==> src/rtl/ref_time_pkg.sv <==
package ref_time_pkg;

    localparam int SEL_W = 2;

    typedef enum logic [SEL_W-1:0] {
        SEL_CYCLE   = 2'd0,
        SEL_SECONDS = 2'd1,
        SEL_SPARE0  = 2'd2,
        SEL_SPARE1  = 2'd3
    } rt_sel_e;

    typedef struct packed {
        logic    rd;
        logic    wr;
        rt_sel_e sel;
    } rt_req_t;

    function automatic logic f_write_rejected(rt_req_t r);
        return r.wr && (r.sel == SEL_CYCLE);
    endfunction

endpackage

==> src/rtl/rt_prescaler.sv <==
module rt_prescaler #(
    parameter int TICK_DIV = 16
) (
    input  logic clk,
    input  logic rst,
    output logic tick
);
    localparam int PRE_W = (TICK_DIV > 1) ? $clog2(TICK_DIV) : 1;
    localparam logic [PRE_W-1:0] LAST = PRE_W'(TICK_DIV - 1);

    logic [PRE_W-1:0] phase;

    assign tick = (phase == LAST);

    always_ff @(posedge clk) begin
        if (rst)       phase <= '0;
        else if (tick) phase <= '0;
        else           phase <= phase + 1'b1;
    end

    generate
        if (TICK_DIV > 1) begin : g_spacing

            tick_spacing_chk: assert property (@(posedge clk) disable iff (rst)
                tick |=> !tick);
        end
    endgenerate

endmodule

==> src/rtl/rt_cycle_counter.sv <==
module rt_cycle_counter #(
    parameter int TICK_DIV   = 16,
    parameter int WRAP_COUNT = 25_000_000,
    parameter int CYC_W      = $clog2(WRAP_COUNT + 1)
) (
    input  logic             clk,
    input  logic             rst,
    input  logic             tick,
    output logic [CYC_W-1:0] count,
    output logic             wrap
);
    localparam logic [CYC_W-1:0] STEP  = CYC_W'(TICK_DIV);
    localparam logic [CYC_W-1:0] LIMIT = CYC_W'(WRAP_COUNT);
    localparam int LOW_W = (TICK_DIV > 1) ? $clog2(TICK_DIV) : 1;

    logic [CYC_W-1:0] stepped;

    assign stepped = count + STEP;
    assign wrap    = tick && (stepped >= LIMIT);

    always_ff @(posedge clk) begin
        if (rst)       count <= '0;
        else if (wrap) count <= '0;
        else if (tick) count <= stepped;
    end


    hold_between_ticks_chk: assert property (@(posedge clk) disable iff (rst)
        !tick |=> $stable(count));


    below_limit_chk: assert property (@(posedge clk) disable iff (rst)
        count < LIMIT);


    low_bits_zero_chk: assert property (@(posedge clk) disable iff (rst)
        count[LOW_W-1:0] == '0);

endmodule

==> src/rtl/rt_seconds_counter.sv <==
module rt_seconds_counter #(
    parameter int SEC_W = 32
) (
    input  logic             clk,
    input  logic             rst,
    input  logic             advance,
    output logic [SEC_W-1:0] seconds
);
    always_ff @(posedge clk) begin
        if (rst)          seconds <= '0;
        else if (advance) seconds <= seconds + 1'b1;
    end


    idle_hold_chk: assert property (@(posedge clk) disable iff (rst)
        !advance |=> $stable(seconds));

endmodule

==> src/rtl/ref_time_counters.sv <==
module ref_time_counters
    import ref_time_pkg::*;
#(
    parameter int TICK_DIV   = 16,
    parameter int WRAP_COUNT = 25_000_000,
    parameter int SEC_W      = 32,
    parameter int DATA_W     = 32
) (
    input  logic              clk,
    input  logic              rst,
    input  logic              rd_en,
    input  logic              wr_en,
    input  logic [1:0]        addr,
    output logic [DATA_W-1:0] rd_data,
    output logic              wr_err
);
    localparam int CYC_W = $clog2(WRAP_COUNT + 1);

    rt_req_t           req;
    logic              tick;
    logic              wrap;
    logic [CYC_W-1:0]  cyc_val;
    logic [SEC_W-1:0]  sec_val;
    logic [DATA_W-1:0] read_mux;

    assign req.rd  = rd_en;
    assign req.wr  = wr_en;
    assign req.sel = rt_sel_e'(addr);

    rt_prescaler #(.TICK_DIV(TICK_DIV)) u_pre (
        .clk  (clk),
        .rst  (rst),
        .tick (tick)
    );

    rt_cycle_counter #(
        .TICK_DIV   (TICK_DIV),
        .WRAP_COUNT (WRAP_COUNT),
        .CYC_W      (CYC_W)
    ) u_cyc (
        .clk   (clk),
        .rst   (rst),
        .tick  (tick),
        .count (cyc_val),
        .wrap  (wrap)
    );

    rt_seconds_counter #(.SEC_W(SEC_W)) u_sec (
        .clk     (clk),
        .rst     (rst),
        .advance (wrap),
        .seconds (sec_val)
    );

    always_comb begin
        unique case (req.sel)
            SEL_CYCLE:   read_mux = DATA_W'(cyc_val);
            SEL_SECONDS: read_mux = DATA_W'(sec_val);
            default:     read_mux = '0;
        endcase
    end

    always_ff @(posedge clk) begin
        if (rst) begin
            rd_data <= '0;
            wr_err  <= 1'b0;
        end else begin
            if (req.rd) rd_data <= read_mux;
            wr_err <= f_write_rejected(req);
        end
    end


    sec_follows_wrap_chk: assert property (@(posedge clk) disable iff (rst)
        (cyc_val == '0 && $past(cyc_val) != '0) |-> (sec_val == $past(sec_val) + 1'b1));


    err_on_cycle_write_chk: assert property (@(posedge clk) disable iff (rst)
        (wr_en && addr == 2'd0) |=> wr_err);


    no_err_elsewhere_chk: assert property (@(posedge clk) disable iff (rst)
        !(wr_en && addr == 2'd0) |=> !wr_err);


    read_hold_chk: assert property (@(posedge clk) disable iff (rst)
        !rd_en |=> $stable(rd_data));

endmodule

==> config.mk <==
export PLATFORM = sky130hd
export DESIGN_NAME = ref_time_counters
export DESIGN_NICKNAME = d
export VERILOG_FILES = /design/src/rtl/ref_time_pkg.sv /design/src/rtl/rt_prescaler.sv /design/src/rtl/rt_cycle_counter.sv /design/src/rtl/rt_seconds_counter.sv /design/src/rtl/ref_time_counters.sv
export SDC_FILE = /design/constraint.sdc
export NUM_CORES = 1
export LEC_CHECK = 0
export BUFFER_PORTS_ARGS = -buffer_cell sky130_fd_sc_hd__buf_2
export CORE_MARGIN = 2
export CORE_UTILIZATION = 54
export DETAILED_ROUTE_END_ITERATION = 8
export MAX_ROUTING_LAYER = met4
export PLACE_DENSITY = 0.82
export SETUP_SLACK_MARGIN = 0.5
export SLEW_MARGIN = 20
export SYNTH_ARGS = -nofsm -noshare
export SYNTH_HDL_FRONTEND = slang
export SYNTH_SLANG_ARGS = --single-unit
export TNS_END_PERCENT = 5
==> constraint.sdc <==
create_clock -name clk -period 2.6 [get_ports clk]
set_input_delay 0.52 -clock clk [delete_from_list [all_inputs] [get_ports clk]]
set_output_delay 0.52 -clock clk [all_outputs]
set_load 0.03 [all_outputs]
# Word level (Yosys, flattened, before mapping)
# Cells that the tools add are included.
# op_classes
reduce_logical,5
addsub,3
order_cmp,1
n_eq_ne,2
mux,1
# ops
cell,count
32-bit case mux with 2 select lines,1
"32-bit by 1-bit adder with 32-bit output, second input constant",1
"25-bit by 5-bit adder with 25-bit output, second input constant",1
"25-bit greater-or-equal comparator, second input constant",1
"4-bit by 1-bit adder with 4-bit output, second input constant",1
"4-bit equality test, second input constant",1
2-bit OR reduction,2
"2-bit by 1-bit equality test with 1-bit output, second input constant",1
1-bit logical AND,2
2-bit zero test,1
# word_totals
out_inout_bits,33
elab_cells,17
reg_bits,94

# Logic depth before layout (Yosys ltp)
# Gate-level depths: netlist of the first run.
# logic_depth
word_depth,4
mapped_depth,11
mapped_depth_nobuf,8

# Cells and area by module
# Synthesis of the first run repeated with hierarchy kept, for this count alone.
# hier_totals
cells_unflattened,458
area_unflattened_um2,4426.7
# by_module_without_submodules
mod,area_each_um2,seq_area_each_um2,n_inst,cells_each
rt_seconds_counter,1564.0,640.6,1,181
rt_cycle_counter,1388.8,420.4,1,158
ref_time_counters,1307.5,660.6,1,104
rt_prescaler,166.4,80.1,1,15

# Worst setup path before layout of the first run
# No wires, ideal clock.
# synth_timing
path_kind,register to register
start,reg u_cyc.count[4]
end,reg u_sec.seconds[25]
period_less_slack_ns,2.712
required_time_ns,2.468
arrival_time_ns,2.579
setup_ns,0.132
path_stages_with_launch,11
path_slack_ns,-0.112
path_cell_list,dfxtp_1 > ha_1 > nand4_1 > nor3_1 > a31oi_1 > a211oi_1 > o2111ai_1 > buf_2 > buf_2 > o41ai_1 > a21oi_1
# synth_between
elab_chain_len,3
# synth_rtl
item,line,text
start: declaration,rt_cycle_counter.sv:9,"output logic [CYC_W-1:0] count,"
start signal: assignment,rt_cycle_counter.sv:24,else if (tick) count <= stepped;
25-bit by 5-bit adder with 25-bit output,rt_cycle_counter.sv:18,assign stepped = count + STEP;
25-bit greater-or-equal comparator,rt_cycle_counter.sv:19,assign wrap = tick && (stepped >= LIMIT);
1-bit logical AND,rt_cycle_counter.sv:19,
end signal: assignment,rt_seconds_counter.sv:11,else if (advance) seconds <= seconds + 1'b1;
end: declaration,rt_seconds_counter.sv:7,output logic [SEC_W-1:0] seconds
# No other way between the ends.
# A chain may end at the register's enable or synchronous reset.

# Final worst setup path of the first run
# layout_timing
start,reg u_cyc.count[9]
end,reg u_sec.seconds[20]
# The elaborated chain is that of the path after synthesis.

==> flow_summary.ini, run 1 <==
[outcome]
outcome = complete, but fails checks
violations = negative setup slack

[run]
cap_viol_max_count = 0

[timing]
setup_tns_ps = -924
slew_headroom_pct = 59.7
period_needed_ps = 2680
setup_ws_ps = -81.7
hold_violations = 0
maxSlewViolCount = 0
skew_ps = 11.5
rsz0062_at_grt = true
setup_viol = 21
max_freq_ghz = 0.373
worst_slew_pin_slew_ps = 605
fin_crit_sh_pct = 103

[critical_path]
max_stage_delay_ps = 510
crit_chain = nand2_1 -> or3_1 -> o21bai_1 -> a221oi_2 -> buf_4 -> o2111ai_4 -> buf_12 -> or4_1 -> a21oi_1
cp_max_fo = 20
arrival_ps = 2980
required_ps = 2900
cpMaxStageDelayCell = or4_1
crit_path_end_kind = flip-flop
path_class = flip-flop to flip-flop
start_kind = flip-flop
reg2reg_setup_slack_ps = -80

[placement]
dp.cells = 724
gp_congestion = 0.924
portBuffers = 38
dpl.hpwl_um = 8040
postPlaceCellArea_mm2 = 0.00531

[floorplanning]
core_area_mm2 = 0.00859
ios = 39
num_rows = 34
dieArea_mm2 = 0.00948
die_width_um = 97.3
start_util_pct = 54.7
die_height_um = 97.3

[logic_synthesis]
synth_fa_ha_area_share_pct = 1.06
yosysWarningCount = 0
yosys.area_share.xor_xnor_pct = 4.28
syn-num-nets = 588
yosysUniqueCellTypes = 53
ys_ff_latch = 90
ys_top_cells_by_count = dfxtp_1 (90), nor2_1 (78), a21oi_1 (66)
synth-compound-area-share_pct = 17.0
syn_inst = 578
synth_simple_gate_area_share_pct = 29.6
yosysMostFrequentCell = dfxtp_1
synth_flop_cell = dfxtp_1
muxShareOfSynthArea_pct = 5.00
netlist.top_cell.by_area = dfxtp_1
ys_async_sr_fraction_pct = 0
syn_area_mm2 = 0.00470
synth.avg_cell_area_um2 = 8.14
netlist.area_leader.share_pct = 38.3
ys_top_cells_by_area = dfxtp_1 (38%), a21oi_1 (7.0%), nor2_1 (6.2%), nor2b_1 (4.7%), mux2_2 (4.5%)
synth_top_family_by_area = simple AND/OR/NAND/NOR gates
yosysSeqAreaShare_pct = 38.3
synth_edf_count = 0

[cells_and_area]
n_fill_cell = 690
finish.instance_area_mm2 = 0.00568
area_growth_pct = 20.7
fin_util_pct = 66.1
n_antenna_cell = 0
fin_nets = 643
drive_gt1_share_pct = 24.8
instances_no_fill = 746

[drt]
vias_per_cell = 6.12
ant_nets = 0
wl_um = 12100
wire_per_inst_um = 16.3
vias = 4566
drc = 0
drt_iter0_drc = 275
dr.pass1.iters = 5

[pwr]
power.internal_w = 0.00185
p_sw_share_pct = 23.7
pwr-share-seq_pct = 57.2
power.leakage_nw = 2.03
peakVddDrop_mv = 0.266
power.total_w = 0.00242
switching_power_w = 0.000572
power.share.clock_pct = 39.8
power.density_mw_per_mm2 = 426
comb_power_share_pct = 3.0

[grt]
grt_pass1_wl_um = 19800
grt_antenna_before_repair = 0
grt_start_max_net_pins = 35
track_usage_pct = 25.8
grt_pass1_vias = 4163
grt_overflow = 0

[clock_network]
numClockSinks = 90
hold_buffers = 0
clkLatencyLatePin_ps = 370
root_buffer = clkbuf_8
htree_num_levels = 3
path_clk_slew_ps = 90
cts_buffer_depth = 2
cts_tree = yes
cts_buffers = 9

[hold_path]
hold_path.class = primary input to flip-flop
through the flow:
stage | hold slack [ps] | setup WS [ps]
after CTS | 353 | -75.6
final | 355 | -81.7
after global placement | 470 | -47.8
after global routing | 362 | -231
after detailed placement | 481 | -130
after floorplan | 452 | -79.0
power groups by stage:
stage	logic, W	registers, W	clock network [W]
after floorplan	0.0000498	0.00142	0
after global placement	0.0000705	0.00142	0
after detailed placement	0.0000718	0.00142	0
after CTS	0.0000718	0.00139	0.000972
after global routing	0.0000793	0.00138	0.00102
final	0.0000732	0.00138	0.000962
path summary, 6_finish.rpt:
path                                      from                 to  depth (start not counted)
worst max-delay path            u_cyc.count[9]  u_sec.seconds[20]                          9
worst min-delay path                   addr[1]             wr_err                          2
worst max register to register  u_cyc.count[9]  u_sec.seconds[20]                          9
worst min register to register  u_pre.phase[0]     u_pre.phase[0]                          1
worst max-delay path: cells and delay by family (launching register included):
family | cells | cell delay [ps]
AO/OA/AOI/OAI | 4 | 670
buffers and inverters | 2 | 360
flip-flops | 1 | 410
AND/OR/NAND/NOR | 3 | 1180
cell families (layout without fill, tap and decap cells):
logic type | after synthesis | after routing
flip-flops | 90 | 90
AND/OR/NAND/NOR | 259 | 259
adder cells (fa/ha/maj) | 4 | 4
multiplexers | 21 | 21
buffers and inverters | 55 | 115
XOR/XNOR | 23 | 23
AO/OA/AOI/OAI | 126 | 126
what timing repair did:
action | CTS | global route
resized for setup | 7 | 18
setup buffers | 1 | 2
gates cloned | 1 | 2
pin swaps | 21 | 5
endpoints found under the setup margin | 53 | 53
cell type report:
type | count | area (um2) | area share (%)
multi-input cells | 433 | 2870 | 50.5
flip-flops and latches | 90 | 1810 | 32.0
repair buffers | 89 | 627 | 11.0
well taps | 108 | 135 | 2.38
clock buffers | 10 | 128 | 2.25
clock inverters | 6 | 66.3 | 1.17
inverters | 10 | 37.5 | 0.661
per-layer routing:
metal / global-route usage (%) / vias up / routed length [um]
met5: - / - / 0
met4: 11.9 / 0 / 357
li1: - / 2196 / -
met3: 3.74 / 32 / 661
met1: 33.5 / 2166 / 5560
met2: 40.0 / 172 / 5550
sequential cells by signal, indices dropped and copies added (netlist names):
| register | flops |
|---|---|
| u_cyc.count | 21 |
| rd_data | 32 |
| u_pre.phase | 4 |
| wr_err | 1 |
| u_sec.seconds | 32 |
cells in the final DEF (no fill, tap or decap), types with 3 or more instances in the layout:
master,synthesis,layout
and3_1,8,8
mux2_2,19,19
nor4_1,5,5
o31ai_1,14,13
o211ai_1,3,3
and2_1,5,5
dfxtp_1,90,84
nor2b_1,35,35
or4_1,13,11
o41ai_2,0,9
ha_1,4,3
o21ai_0,5,5
clkbuf_8,0,9
nand2_1,32,32
and4_1,3,3
buf_2,10,38
nand4b_1,10,10
xor2_1,9,9
a21oi_1,66,61
buf_6,0,3
nand4_1,22,22
buf_4,1,45
a21oi_2,0,5
clkinvlp_4,0,3
or3_1,7,7
nor2_1,78,77
inv_1,10,10
o21ai_1,4,4
xnor2_1,14,14
nand3_1,18,18
nand2b_1,3,3
a211oi_1,3,3
nor3_1,10,9
dfxtp_2,0,4
(Power assumes the default switching activity.)
==> run 2: changes to the inputs <==
CORE_UTILIZATION = 25   (was 54)
PLACE_DENSITY = 0.47   (was 0.82)
==> flow_summary.ini, run 2 (synthesized netlist as in run 1, its figures left out) <==
[outcome]
outcome = complete, but fails checks
violations = negative setup slack

[placement]
portBuffers = 38
postPlaceCellArea_mm2 = 0.00556
gp_congestion = 0.868
dpl.hpwl_um = 9570
pre_cts_ws_ps = -125

[timing]
holdWs_ps = 373
maxSlewViolCount = 0
rsz0062_at_grt = true
fin_crit_sh_pct = 103
slew_headroom_pct = 60.0
setup_viol = 24
period_needed_ps = 2690
skew_ps = 11.5
worst_slew_pin_slew_ps = 600
hold_violations = 0
setup_ws_ps = -89.4
max_freq_ghz = 0.372

[cells_and_area]
top_regs = rd_data x32, u_sec.seconds x32, u_cyc.count x21
layout_commonest_cell = dfxtp_1
n_antenna_cell = 0
fin_nets = 654
mostFrequentLayoutCells = dfxtp_1 (82), nor2_1 (78), a21oi_1 (65)
finish.instance_area_mm2 = 0.00599
fin_util_pct = 32.2
drive_gt1_share_pct = 25.9
area_growth_pct = 27.2

[pwr]
comb_power_share_pct = 2.8
pwr-share-seq_pct = 51.4
power.total_w = 0.00270
power.density_mw_per_mm2 = 451
power.leakage_nw = 2.13
switching_power_w = 0.000603
peakVddDrop_mv = 0.270
power.internal_w = 0.00209
p_sw_share_pct = 22.4
power.share.clock_pct = 45.8

[critical_path]
reg2reg_from = u_cyc.count[14]
crit_path_end_kind = flip-flop
cp_max_fo = 20
required_ps = 2890
crit_path_start = u_cyc.count[14]
start_kind = flip-flop
arrival_ps = 2980
path_class = flip-flop to flip-flop

[grt]
track_usage_pct = 14.3
grt_overflow = 0
grt_antenna_before_repair = 0
grt_pass1_vias = 4322
grt_pass1_wl_um = 22300
grt_start_max_net_pins = 32

[clock_network]
cts_buffer_depth = 2
cts_tree = yes
hold_buffers = 0
clkLatencyLatePin_ps = 350
htree_num_levels = 3
numClockSinks = 90
cts_buffers = 9
root_buffer = clkbuf_16
path_clk_slew_ps = 60

[drt]
drc = 0
vias = 4473
wl_um = 13600
drt_iter0_drc = 356
vias_per_cell = 5.07
dr.pass1.iters = 4
ant_nets = 0
wire_per_inst_um = 15.4

[floorplanning]
ios = 39
start_util_pct = 25.3
dieArea_mm2 = 0.0199
core_area_mm2 = 0.0186
die_width_um = 141
num_rows = 50
die_height_um = 141

[run]
cap_viol_max_count = 0

[hold_path]
hp-start = addr[1]
hold_path.class = primary input to flip-flop
-- run 2: cell type report --
type | count | area, um2
timing repair buffer | 100 | 717
tap | 234 | 293
multi-input combinational | 433 | 2860
sequential | 90 | 1810
clock inverter | 3 | 15.0
clock buffer | 12 | 256
fill | 1921 | 12600
inverter | 10 | 37.5
-- run 2: power by group through the flow --
stage                logic, W  clock network (W)  registers [W]
floorplan           0.0000498                  0        0.00142
global placement    0.0000754                  0        0.00142
detailed placement  0.0000767                  0        0.00142
CTS                 0.0000767            0.00127        0.00139
global route        0.0000833            0.00132        0.00139
finish              0.0000765            0.00123        0.00139
-- run 2: worst max-delay path, cell delays in order, from the launching register on --
cell and delay, ps:
dfxtp_2 330, nand4_1 130, or3_4 410, or3_4 370, a221oi_2 250, buf_4 160, o2111ai_4 130, buf_12 190
or4_1 500, a21oi_1 140
-- run 2: what timing repair did --
item | in CTS | in global routing
gates cloned | 1 | 2
setup buffers | 0 | 2
setup endpoints to repair | 53 | 53
resized for setup | 6 | 18
hold endpoints to repair | 0 | 0
pin swaps | 8 | 9
-- run 2: stage by stage --
step / instances / TNS [ps]
floorplan: 578 / -2040
global placement: 862 / -987
detailed placement: 862 / -1490
CTS: 878 / -2070
global route: 882 / -7250
finish: 882 / -1330
-- run 2: path summary, 6_finish.rpt --
path | cells past startpoint | slack (ps) | endpoint
max | 9 | -90 | u_sec.seconds[10]
min | 2 | 370 | wr_err
max reg2reg | 9 | -90 | u_sec.seconds[10]
min reg2reg | 1 | 490 | u_pre.phase[0]
-- run 2: routing by layer --
metal	GRT usage [%]	vias up	wire, um
li1	-	2221	-
met1	18.2	2170	6330
met2	23.0	66	6660
met3	1.94	16	360
met4	5.47	0	261
met5	-	-	0
==> run 3: changes to the inputs <==
ABC_AREA = 1   (was unset)
==> flow_summary.ini, run 3 <==
[critical_path]
required_ps = 2850
crit_path_end_kind = flip-flop
cp_max_fo = 9
reg2reg_from = u_cyc.count[6]
arrival_ps = 2570
setup.worst_path.end = u_sec.seconds[20]
crit_buf_inv = 2
path_class = flip-flop to flip-flop
max_stage_delay_ps = 390
reg2reg_depth = 15
r2r-end = u_sec.seconds[20]
start_kind = flip-flop
cpMaxStageDelayCell = dfxtp_4
cp_common_cell = nand2_1
crit_path_start = u_cyc.count[6]
path_depth = 15
crit_chain = nand2_2 -> nor2_4 -> nand3_1 -> o21ai_1 -> nand2_1 -> nor2_1 -> nand2_1 -> nor2_2 -> nand2_2 -> nand3_4 -> buf_12 -> clkbuf_16 -> nand3_1 -> nand2_1 -> nor2_1
path_delay_family = simple AND/OR/NAND/NOR gates
reg2reg_setup_slack_ps = 280

[timing]
period_needed_ps = 2320
hold_violations = 0
slew_headroom_pct = 64.0
skew_ps = 11.4
setup_viol = 0
setup_tns_ps = 0
maxSlewViolCount = 0
setup_ws_ps = 284
fin_crit_sh_pct = 89.1
worst_slew_pin_slew_ps = 540
rsz0062_at_grt = true
max_freq_ghz = 0.432

[floorplanning]
core_area_mm2 = 0.0194
die_height_um = 145
num_rows = 51
dieArea_mm2 = 0.0209
ios = 39
die_width_um = 145
start_util_pct = 25.5

[drt]
wl_um = 14600
ant_nets = 0
vias_per_cell = 4.41
drc = 0
wire_per_inst_um = 13.3
vias = 4861
dr.pass1.iters = 4
drt_iter0_drc = 333

[logic_synthesis]
ys_top_cells_by_count = nand2_1 (199), nor2_1 (134), inv_1 (93)
synth.avg_cell_area_um2 = 6.32
yosysUniqueCellTypes = 28
yosysSeqAreaShare_pct = 36.5
ys_async_sr_fraction_pct = 0
syn_area_mm2 = 0.00494
syn-num-nets = 792
yosysMostFrequentCell = nand2_1
synth_flop_cell = dfxtp_1
syn_inst = 782
synth_edf_count = 0
ys_top_cells_by_area = dfxtp_1 (36%), nand2_1 (15%), nor2_1 (10%), inv_1 (7.1%), o21ai_0 (6.6%)
yosysWarningCount = 0
netlist.area_leader.share_pct = 36.5
ys_ff_latch = 90
netlist.top_cell.by_area = dfxtp_1

[placement]
gp_congestion = 0.797
pre_cts_ws_ps = 195
portBuffers = 38
dpl.hpwl_um = 10000

[pwr]
power.density_mw_per_mm2 = 482
pwr-share-seq_pct = 47.8
comb_power_share_pct = 7.1
switching_power_w = 0.000757
power.internal_w = 0.00221
p_sw_share_pct = 25.5
peakVddDrop_mv = 0.328
power.leakage_nw = 2.64
power.share.clock_pct = 45.2

[clock_network]
path_clk_slew_ps = 70
htree_num_levels = 3
cts_tree = yes
clkLatencyLatePin_ps = 360
hold_buffers = 0
numClockSinks = 90
cts_buffer_depth = 2
root_buffer = clkbuf_16
cts_buffers = 9

[outcome]
outcome = completed

[hold_path]
hold_path.class = primary input to flip-flop
hp-start = wr_en

[cells_and_area]
n_antenna_cell = 0
top_regs = rd_data x32, u_sec.seconds x32, u_cyc.count x21
layout_commonest_cell = nand2_1
area_growth_pct = 24.7
drive_gt1_share_pct = 18.3
mostFrequentLayoutCells = nand2_1 (188), nor2_1 (124), inv_1 (92)
fin_nets = 843

[grt]
grt_pass1_wl_um = 23400
grt_overflow = 0
grt_pass1_vias = 4508
grt_start_max_net_pins = 59
grt_antenna_before_repair = 0
track_usage_pct = 14.9

[run]
cap_viol_max_count = 0
run 3: cell types whose count changed after synthesis, moves of 19 or more:
| cell | previous run | this run |
|---|---|---|
| mux2_2 | 19 | 0 |
| a21oi_1 | 66 | 44 |
| nor2_1 | 78 | 134 |
| o21ai_0 | 5 | 65 |
| nand3_1 | 18 | 60 |
| nor2b_1 | 35 | 0 |
| inv_1 | 10 | 93 |
| nand2_1 | 32 | 199 |
run 3: what timing repair did:
action,in CTS,in global routing
setup buffers,8,5
cloned,2,4
resized for setup,17,39
pin swaps,6,14
setup endpoints to repair,53,53
run 3: layer usage:
metal / wire [um] / global-route usage, % / share of wire, % / up-vias
met5: 0 / - / 0 / -
li1: - / - / - / 2593
met2: 6440 / 22.6 / 44 / 70
met3: 491 / 3.34 / 3.4 / 11
met4: 216 / 4.29 / 1.5 / 0
met1: 7470 / 19.8 / 51 / 2187
run 3: layout make-up:
type                            count  area, um2
Clock buffer                        9        225
Clock inverter                      7       68.8
Fill cell                        2178      13200
Inverter                           94        353
Multi-Input combinational cell    568       2760
Sequential cell                    90       1820
Tap cell                          265        332
Timing Repair Buffer               70        598
run 3: cells by family (layout without fill, tap and decap cells):
kind of cell | after synthesis | after routing | synth area share, %
xor+xnor | 5 | 5 | 0.886
buf+inv | 124 | 180 | 10.8
fa+ha+maj | 4 | 4 | 1.01
simple gates | 437 | 437 | 37.6
compound gates | 122 | 122 | 13.3
flops | 90 | 90 | 36.5
run 3: worst register-to-register path, cell delays in order (launching register included):
cell	delay [ps]
dfxtp_4	390
nand2_2	70
nor2_4	240
nand3_1	220
o21ai_1	170
nand2_1	90
nor2_1	100
nand2_1	80
nor2_2	160
nand2_2	80
nand3_4	100
buf_12	160
clkbuf_16	170
nand3_1	70
nand2_1	70
nor2_1	40
run 3: power groups by stage:
stage	Sequential, W	Clock (W)	Combinational, W
3_5_place_dp	0.00145	0	0.000203
6_report	0.00142	0.00134	0.000210
5_1_grt	0.00142	0.00144	0.000230
4_1_cts	0.00142	0.00138	0.000213
2_1_floorplan	0.00150	0	0.0000884
3_3_place_gp	0.00145	0	0.000203
run 3: worst min path at each step:
| stage | cells after the start | slack (ps) | end |
|---|---|---|---|
| after floorplan | 1 | 420 | u_pre.phase[0] |
| after global placement | 2 | 480 | rd_data[31] |
| after detailed placement | 2 | 490 | rd_data[31] |
| after CTS | 3 | 380 | wr_err |
| after global routing | 3 | 400 | wr_err |
| final | 3 | 390 | wr_err |
run 3: metrics by stage:
stage / instances / power, W / utilization (%) / cell area, um2 / hold WS [ps]
2_1_floorplan: 782 / 0.00159 / - / 4940 / 418
3_3_place_gp: 1068 / 0.00166 / 28.0 / 5430 / 475
3_5_place_dp: 1068 / 0.00166 / 28.0 / 5430 / 487
4_1_cts: 1094 / 0.00302 / 30.5 / 5920 / 382
5_1_grt: 1103 / 0.00309 / 31.8 / 6160 / 403
6_report: 1103 / 0.00297 / 31.8 / 6160 / 394
